--- src/rtl/oc_pkg.sv ---
package oc_pkg;

  typedef enum logic [1:0] {
    MODE_OFF     = 2'd0,
    MODE_ONESHOT = 2'd1,
    MODE_DELAYED = 2'd2,
    MODE_CONT    = 2'd3
  } ocMode_e;

  typedef enum logic [1:0] {
    ACT_HOLD   = 2'd0,
    ACT_HIGH   = 2'd1,
    ACT_LOW    = 2'd2,
    ACT_TOGGLE = 2'd3
  } ocAct_e;

  typedef enum logic [2:0] {
    ST_IDLE     = 3'd0,
    ST_ONESHOT  = 3'd1,
    ST_DELAYED  = 3'd2,
    ST_WAITLINK = 3'd3,
    ST_CALC     = 3'd4,
    ST_RUN      = 3'd5
  } ocState_e;

  // strobes from control to datapath
  typedef struct packed {
    logic loadOneShot;  // match = tbase + delay
    logic loadDelayed;  // match = reference + delay
    logic mulStart;     // begin offset multiply
    logic loadFirst;    // match = tbase + offset
    logic advance;      // match = match + offset
  } ocStrobe_t;

  // register addresses
  localparam int unsigned ADDR_CTRL   = 0;
  localparam int unsigned ADDR_DELAY  = 1;
  localparam int unsigned ADDR_REF    = 2;
  localparam int unsigned ADDR_PERIOD = 3;
  localparam int unsigned ADDR_RATIO  = 4;

  // control field positions
  localparam int unsigned CTRL_W     = 5;
  localparam int unsigned CTRL_MODE  = 0;
  localparam int unsigned CTRL_ACT   = 2;
  localparam int unsigned CTRL_INIT  = 4;

endpackage

--- src/rtl/oc_shiftmul.sv ---
module oc_shiftmul #(
  parameter int unsigned W    = 16,
  parameter int unsigned FRAC = 8
) (
  input  logic         clk,
  input  logic         rstN,
  input  logic         start,
  input  logic [W-1:0] multiplicand,
  input  logic [W-1:0] multiplier,
  output logic         done,
  output logic [W-1:0] result
);
  localparam int unsigned AccW = W + FRAC;
  localparam int unsigned CntW = (W > 1) ? $clog2(W) : 1;

  logic [AccW-1:0] acc;
  logic [AccW-1:0] mcand;
  logic [W-1:0]    mplier;
  logic [CntW-1:0] cnt;
  logic            busy;
  logic            doneR;

  always_ff @(posedge clk) begin
    if (!rstN) begin
      acc    <= '0;
      mcand  <= '0;
      mplier <= '0;
      cnt    <= '0;
      busy   <= 1'b0;
      doneR  <= 1'b0;
    end else begin
      doneR <= 1'b0;
      if (start) begin
        acc    <= '0;
        mcand  <= AccW'(multiplicand);
        mplier <= multiplier;
        cnt    <= '0;
        busy   <= 1'b1;
      end else if (busy) begin
        if (mplier[0]) acc <= acc + mcand;
        mcand  <= mcand << 1;
        mplier <= mplier >> 1;
        cnt    <= cnt + 1'b1;
        if (cnt == CntW'(W - 1)) begin
          busy  <= 1'b0;
          doneR <= 1'b1;
        end
      end
    end
  end

  assign done   = doneR;
  assign result = acc[FRAC +: W];

endmodule

--- src/rtl/oc_datapath.sv ---
module oc_datapath
  import oc_pkg::*;
#(
  parameter int unsigned TW   = 16,
  parameter int unsigned FRAC = 8,
  parameter int unsigned AW   = 3
) (
  input  logic          clk,
  input  logic          rstN,
  input  logic [TW-1:0] tbase,
  input  logic          wrEn,
  input  logic [AW-1:0] wrAddr,
  input  logic [TW-1:0] wrData,
  input  ocStrobe_t     strobe,
  output logic          matchHit,
  output logic          mulDone
);
  localparam int unsigned NPARM = 4;

  logic [TW-1:0] parm [NPARM];
  logic [TW-1:0] matchTime;
  logic [TW-1:0] offset;

  // parameter registers at addresses 1..NPARM
  for (genvar i = 0; i < NPARM; i++) begin : g_parm
    always_ff @(posedge clk) begin
      if (!rstN) parm[i] <= '0;
      else if (wrEn && wrAddr == AW'(i + 1)) parm[i] <= wrData;
    end
  end

  logic [TW-1:0] delayVal, refVal, periodVal, ratioVal;
  assign delayVal  = parm[ADDR_DELAY - 1];
  assign refVal    = parm[ADDR_REF - 1];
  assign periodVal = parm[ADDR_PERIOD - 1];
  assign ratioVal  = parm[ADDR_RATIO - 1];

  oc_shiftmul #(.W(TW), .FRAC(FRAC)) u_mul (
    .clk          (clk),
    .rstN         (rstN),
    .start        (strobe.mulStart),
    .multiplicand (periodVal),
    .multiplier   (ratioVal),
    .done         (mulDone),
    .result       (offset)
  );

  always_ff @(posedge clk) begin
    if (!rstN) begin
      matchTime <= '0;
    end else begin
      unique case (1'b1)
        strobe.loadOneShot: matchTime <= tbase + delayVal;
        strobe.loadDelayed: matchTime <= refVal + delayVal;
        strobe.loadFirst:   matchTime <= tbase + offset;
        strobe.advance:     matchTime <= matchTime + offset;
        default:            matchTime <= matchTime;
      endcase
    end
  end

  assign matchHit = (tbase == matchTime);

endmodule

--- src/rtl/oc_control.sv ---
module oc_control
  import oc_pkg::*;
#(
  parameter int unsigned AW = 3
) (
  input  logic              clk,
  input  logic              rstN,
  input  logic              wrEn,
  input  logic [AW-1:0]     wrAddr,
  input  logic [CTRL_W-1:0] ctrlBits,
  input  logic              linkIn,
  input  logic              matchHit,
  input  logic              mulDone,
  output ocStrobe_t         strobe,
  output logic              pinOut,
  output ocState_e          state
);
  logic     ctrlWr;
  ocMode_e  newMode;
  ocAct_e   act;
  logic     initLvl;
  logic     newInit;

  assign ctrlWr  = wrEn && (wrAddr == AW'(ADDR_CTRL));
  assign newMode = ocMode_e'(ctrlBits[CTRL_MODE +: 2]);
  assign newInit = ctrlBits[CTRL_INIT];

  always_comb begin
    strobe             = '0;
    strobe.loadOneShot = ctrlWr && (newMode == MODE_ONESHOT);
    strobe.loadDelayed = ctrlWr && (newMode == MODE_DELAYED);
    strobe.mulStart    = !ctrlWr && (state == ST_WAITLINK) && linkIn;
    strobe.loadFirst   = !ctrlWr && (state == ST_CALC) && mulDone;
    strobe.advance     = !ctrlWr && (state == ST_RUN) && matchHit;
  end

  always_ff @(posedge clk) begin
    if (!rstN) begin
      state   <= ST_IDLE;
      pinOut  <= 1'b0;
      act     <= ACT_HOLD;
      initLvl <= 1'b0;
    end else if (ctrlWr) begin
      act     <= ocAct_e'(ctrlBits[CTRL_ACT +: 2]);
      initLvl <= newInit;
      pinOut  <= (newMode == MODE_ONESHOT) ? !newInit : newInit;
      unique case (newMode)
        MODE_OFF:     state <= ST_IDLE;
        MODE_ONESHOT: state <= ST_ONESHOT;
        MODE_DELAYED: state <= ST_DELAYED;
        MODE_CONT:    state <= ST_WAITLINK;
        default:      state <= ST_IDLE;
      endcase
    end else begin
      unique case (state)
        ST_ONESHOT: if (matchHit) begin
          pinOut <= initLvl;
          state  <= ST_IDLE;
        end
        ST_DELAYED: if (matchHit) begin
          unique case (act)
            ACT_HIGH:   pinOut <= 1'b1;
            ACT_LOW:    pinOut <= 1'b0;
            ACT_TOGGLE: pinOut <= !pinOut;
            default:    pinOut <= pinOut;
          endcase
          state <= ST_IDLE;
        end
        ST_WAITLINK: if (linkIn) state <= ST_CALC;
        ST_CALC:     if (mulDone) state <= ST_RUN;
        ST_RUN:      if (matchHit) pinOut <= !pinOut;
        default:     state <= state;
      endcase
    end
  end

endmodule

--- src/rtl/oc_channel.sv ---
module oc_channel
  import oc_pkg::*;
#(
  parameter int unsigned TW   = 16,
  parameter int unsigned FRAC = 8,
  parameter int unsigned AW   = 3
) (
  input  logic          clk,
  input  logic          rstN,
  input  logic [TW-1:0] tbase,
  input  logic          wrEn,
  input  logic [AW-1:0] wrAddr,
  input  logic [TW-1:0] wrData,
  input  logic          linkIn,
  output logic          pinOut
);
  ocStrobe_t         strobe;
  logic              matchHit;
  logic              mulDone;
  ocState_e          ctlState;
  logic [CTRL_W-1:0] ctrlBits;

  assign ctrlBits = wrData[CTRL_W-1:0];

  oc_control #(.AW(AW)) u_ctl (
    .clk      (clk),
    .rstN     (rstN),
    .wrEn     (wrEn),
    .wrAddr   (wrAddr),
    .ctrlBits (ctrlBits),
    .linkIn   (linkIn),
    .matchHit (matchHit),
    .mulDone  (mulDone),
    .strobe   (strobe),
    .pinOut   (pinOut),
    .state    (ctlState)
  );

  oc_datapath #(.TW(TW), .FRAC(FRAC), .AW(AW)) u_dp (
    .clk      (clk),
    .rstN     (rstN),
    .tbase    (tbase),
    .wrEn     (wrEn),
    .wrAddr   (wrAddr),
    .wrData   (wrData),
    .strobe   (strobe),
    .matchHit (matchHit),
    .mulDone  (mulDone)
  );

endmodule

--- config.mk ---
export PLATFORM = sky130hd
export DESIGN_NAME = oc_channel
export DESIGN_NICKNAME = d
export VERILOG_FILES = /design/src/rtl/oc_pkg.sv /design/src/rtl/oc_shiftmul.sv /design/src/rtl/oc_datapath.sv /design/src/rtl/oc_control.sv /design/src/rtl/oc_channel.sv
export SDC_FILE = /design/constraint.sdc
export NUM_CORES = 1
export LEC_CHECK = 0
export BUFFER_PORTS_ARGS = -buffer_cell sky130_fd_sc_hd__buf_4
export CELL_PAD_IN_SITES_DETAIL_PLACEMENT = 0
export CELL_PAD_IN_SITES_GLOBAL_PLACEMENT = 1
export CORE_UTILIZATION = 30
export DETAILED_ROUTE_END_ITERATION = 10
export GPL_TIMING_DRIVEN = 1
export PLACE_DENSITY = 0.57
export SYNTH_ARGS = -nofsm -noshare
export SYNTH_HDL_FRONTEND = slang
export SYNTH_SLANG_ARGS = --single-unit
--- constraint.sdc ---
create_clock -name clk -period 7.6 [get_ports clk]
set_input_delay 0.38 -clock clk [delete_from_list [all_inputs] [get_ports clk]]
set_output_delay 0.38 -clock clk [all_outputs]
set_load 0.01 [all_outputs]
==> flow_summary.ini <==
[status]
outcome = completed

[setup_path]
cp.depth = 17
crit_top_cell = sky130_fd_sc_hd__o21ai_0
cp_data_required_time_ps = 7890
critical_path.cell_chain = buf_4 > nand2b_4 > nor3_4 > nand2_1 > or2_1 > mux2_2 > ha_1 > fa_1 > a21oi_1 > o21ai_0 > a211oi_1 > nor2_1 > o41ai_1 > o21ai_0 > xor2_1 > nand3_1 > o31ai_1
timing.critical_path.max_delay_family = compound AO/OA/AOI/OAI gates
worst_setup_path_startpoint = wrAddr[2]
worst-r2r-setup-slack_ps = 4530
worst_setup_path_start_kind = primary input
reg2reg_to = u_dp.matchTime[14]$_SDFFE_PN0P_
worst-endpoint-arrival_ps = 4250
crit_path_max_fanout = 16
setup.worst_path.class = primary input to register
setup.worst_path.end_class = register
cp_num_buf_inv = 1
timing.critical_path.slowest_cell_delay_ps = 470
critPathSlowestCell = sky130_fd_sc_hd__or2_1
critical_path.endpoint = u_dp.matchTime[14]$_SDFFE_PN0P_
rr_worst_depth = 12
worst_r2r_startpoint = u_dp.parm[1][0]$_SDFFCE_PN0P_

[place]
final_weighted_congestion_of_routability_driven_global_placement = 0.822
dpl.hpwl_microns = 17000
pre_cts_ws_ps = 3220
portBuffers = 39

[grt]
grt_max_degree = 64
groute.usage.overall_pct = 15.6
grt_pass1_wl_microns = 36300
grt-ovfl-total = 0
antenna_found_initial = 0
grt_pass1_vias = 6304

[finish]
mostFrequentLayoutCells = sky130_fd_sc_hd__nor2_1, sky130_fd_sc_hd__dfxtp_1, sky130_fd_sc_hd__nand2_1, sky130_fd_sc_hd__a21oi_1, sky130_fd_sc_hd__and2_1
area_growth_pct = 13.7
layout_cell_share_with_drive_strength_beyond_1_pct = 11.6
num_antenna_cells = 0
nNetsFinal = 1054
layout.cells.most_common = sky130_fd_sc_hd__nor2_1

[floorplanning]
placeable_core_area_sq_um = 29100
die_area_sq_um = 30600
top_level_i_o_count = 40
die_h_microns = 175
row_count = 62
floorplan.initialDensity_pct = 30.8
dieWidth_microns = 175

[sta]
achievable_frequency_ghz = 0.252
tightestPinTransition_ps = 1080
setup_tns_ps = 0
drv_slew = 0
timing.final.crit_share_pct = 52.2
postLayoutSetupSlackWorst_ps = 3630
setup_violations = 0
report.final.hold_viol_count = 0
unrepaired_setup_endpoints_after_global_routing = false
finalWorstPathRequiredPeriod_ps = 3970
fin_skew_ps = 19.4
slew-limit-headroom_pct = 27.4

[detailed_routing]
route.final.wire_length_microns = 23100
routed-via-count = 6486
detailedRoute.firstIterationViolations = 398
drt_first_pass_iters = 4
drc = 0
routed_wire_length_per_instance_microns = 17.1
via_per_inst = 4.79
antenna_violation_net_count_after_detailed_routing = 0

[synthesis]
synth_ff_type = sky130_fd_sc_hd__dfxtp_1
post_synth_instance_area_sq_um = 8970
synth-edff-count = 64
post_synth.cell_area_avg_sq_um = 9.51
cells_after_synth = 943
ys_seq_area_share_pct = 42.2
postSynthNetCount = 1041
synth_warnings = 0
post_synth_cell_types = 59
asyncSetResetFlopFracSynth_pct = 0
ys_seq_elements = 157

[clock_tree]
cts_inserted_buffers = 17
insertion_delay_ps = 440
number_of_levels_in_the_clock_h_tree = 4
clock_sink_count = 157
post-cts-setup-buffers = 0
count_of_cells_resized_by_post_cts_repair = 0
clockBufferDepth = 2
path_clk_slew_ps = 70
cts.root.buffer_cell = sky130_fd_sc_hd__clkbuf_16
tritoncts = built
cts_hold_buffers = 0

[run]
cap_violations = 0

[pwr]
power_leakage_uw = 0.00387
power.density_cell_area_nw_per_um2 = 191
irDropWorstVdd_mv = 0.141

[hold_path]
hold_path.class = primary input to register
## stage by stage
step           utilization (%)  instances  hold slack [ps]  power [uW]  area (sq um)
2_1_floorplan                -        943              436        1030          8970
3_3_place_gp              32.9       1321              450        1090          9580
3_5_place_dp              32.9       1321              455        1090          9580
4_1_cts                   35.1       1353              241        1980         10200
5_1_grt                   35.1       1353              246        2020         10200
6_report                  35.1       1353              257        1950         10200
## state kept, by name, indices dropped and copies added (netlist names), 2 cells and up
name,count
u_dp.u_mul.cnt,4
u_ctl.act,2
u_dp.u_mul.mplier,16
u_ctl.state,3
u_dp.u_mul.acc,24
u_dp.u_mul.mcand,24
u_dp.parm,64
u_dp.matchTime,16
## power by group
part | switching, uW | internal (uW) | total, uW
registers | 9.74 | 901 | 911
logic | 96.0 | 64.3 | 160
clock network | 432 | 449 | 881
total | 538 | 1410 | 1950
## worst min-delay path, stage by stage
cell and delay [ps]:
sky130_fd_sc_hd__buf_4 150, sky130_fd_sc_hd__nand2_1 60, sky130_fd_sc_hd__a21oi_1 50
## kinds of logic after synthesis
family / share of synthesized area [%]
adders and majority gates: 8.48
and+or+nand+nor: 16.9
buffers and inverters: 3.15
DFF: 42.2
muxes: 6.81
xor gates and xnor gates: 6.54
AOI/OAI and AO/OA: 15.9
## worst min-delay path by stage
stage                                         from                             end  slack, ps  cells after the start
finish                                   wrData[3]       u_ctl.act[1]$_SDFFE_PN0P_        260                      3
global route                             wrData[3]       u_ctl.act[1]$_SDFFE_PN0P_        250                      3
CTS                                      wrData[3]       u_ctl.act[1]$_SDFFE_PN0P_        240                      3
detailed placement  u_dp.u_mul.acc[0]$_SDFFE_PP0P_  u_dp.u_mul.acc[0]$_SDFFE_PP0P_        450                      2
global placement    u_dp.u_mul.acc[0]$_SDFFE_PP0P_  u_dp.u_mul.acc[0]$_SDFFE_PP0P_        450                      2
floorplan           u_dp.u_mul.acc[4]$_SDFFE_PP0P_  u_dp.u_mul.acc[4]$_SDFFE_PP0P_        440                      2
## final cells by class
cell class	count	area, sq um
Multi-Input combinational cell	718	4900
Clock inverter	15	189
Sequential cell	157	3780
Clock buffer	17	425
Inverter	13	48.8
Fill cell	2980	18900
Tap cell	384	480
Timing Repair Buffer	49	368
## cells in the mapped netlist, types with 12 or more instances
cell type,n,area [sq um]
sky130_fd_sc_hd__nand2_1,78,293
sky130_fd_sc_hd__nor3_1,15,75.1
sky130_fd_sc_hd__a21o_1,18,135
sky130_fd_sc_hd__xnor2_1,46,403
sky130_fd_sc_hd__and2_1,65,407
sky130_fd_sc_hd__a21oi_1,78,390
sky130_fd_sc_hd__dfxtp_1,93,1860
sky130_fd_sc_hd__inv_1,12,45.0
sky130_fd_sc_hd__a211oi_1,44,330
sky130_fd_sc_hd__mux2_2,16,180
sky130_fd_sc_hd__nand3_1,14,70.1
sky130_fd_sc_hd__o21ai_0,31,155
sky130_fd_sc_hd__nor2_1,95,357
sky130_fd_sc_hd__clkbuf_1,38,143
sky130_fd_sc_hd__ha_1,56,701
sky130_fd_sc_hd__mux2i_1,43,430
sky130_fd_sc_hd__xor2_1,21,184
sky130_fd_sc_hd__edfxtp_1,64,1920
## per-layer routing
metal  vias to the layer above  wire length [microns]  share of wire, %  track usage, %
li1                       3403                      -                 -               -
met1                      2999                  12100                52            22.1
met2                        67                  10300                45            24.4
met3                        17                    422               1.8            2.57
met4                         0                    274               1.2            4.35
met5                         -                      0                 0               0
(Power assumes the default switching activity.)
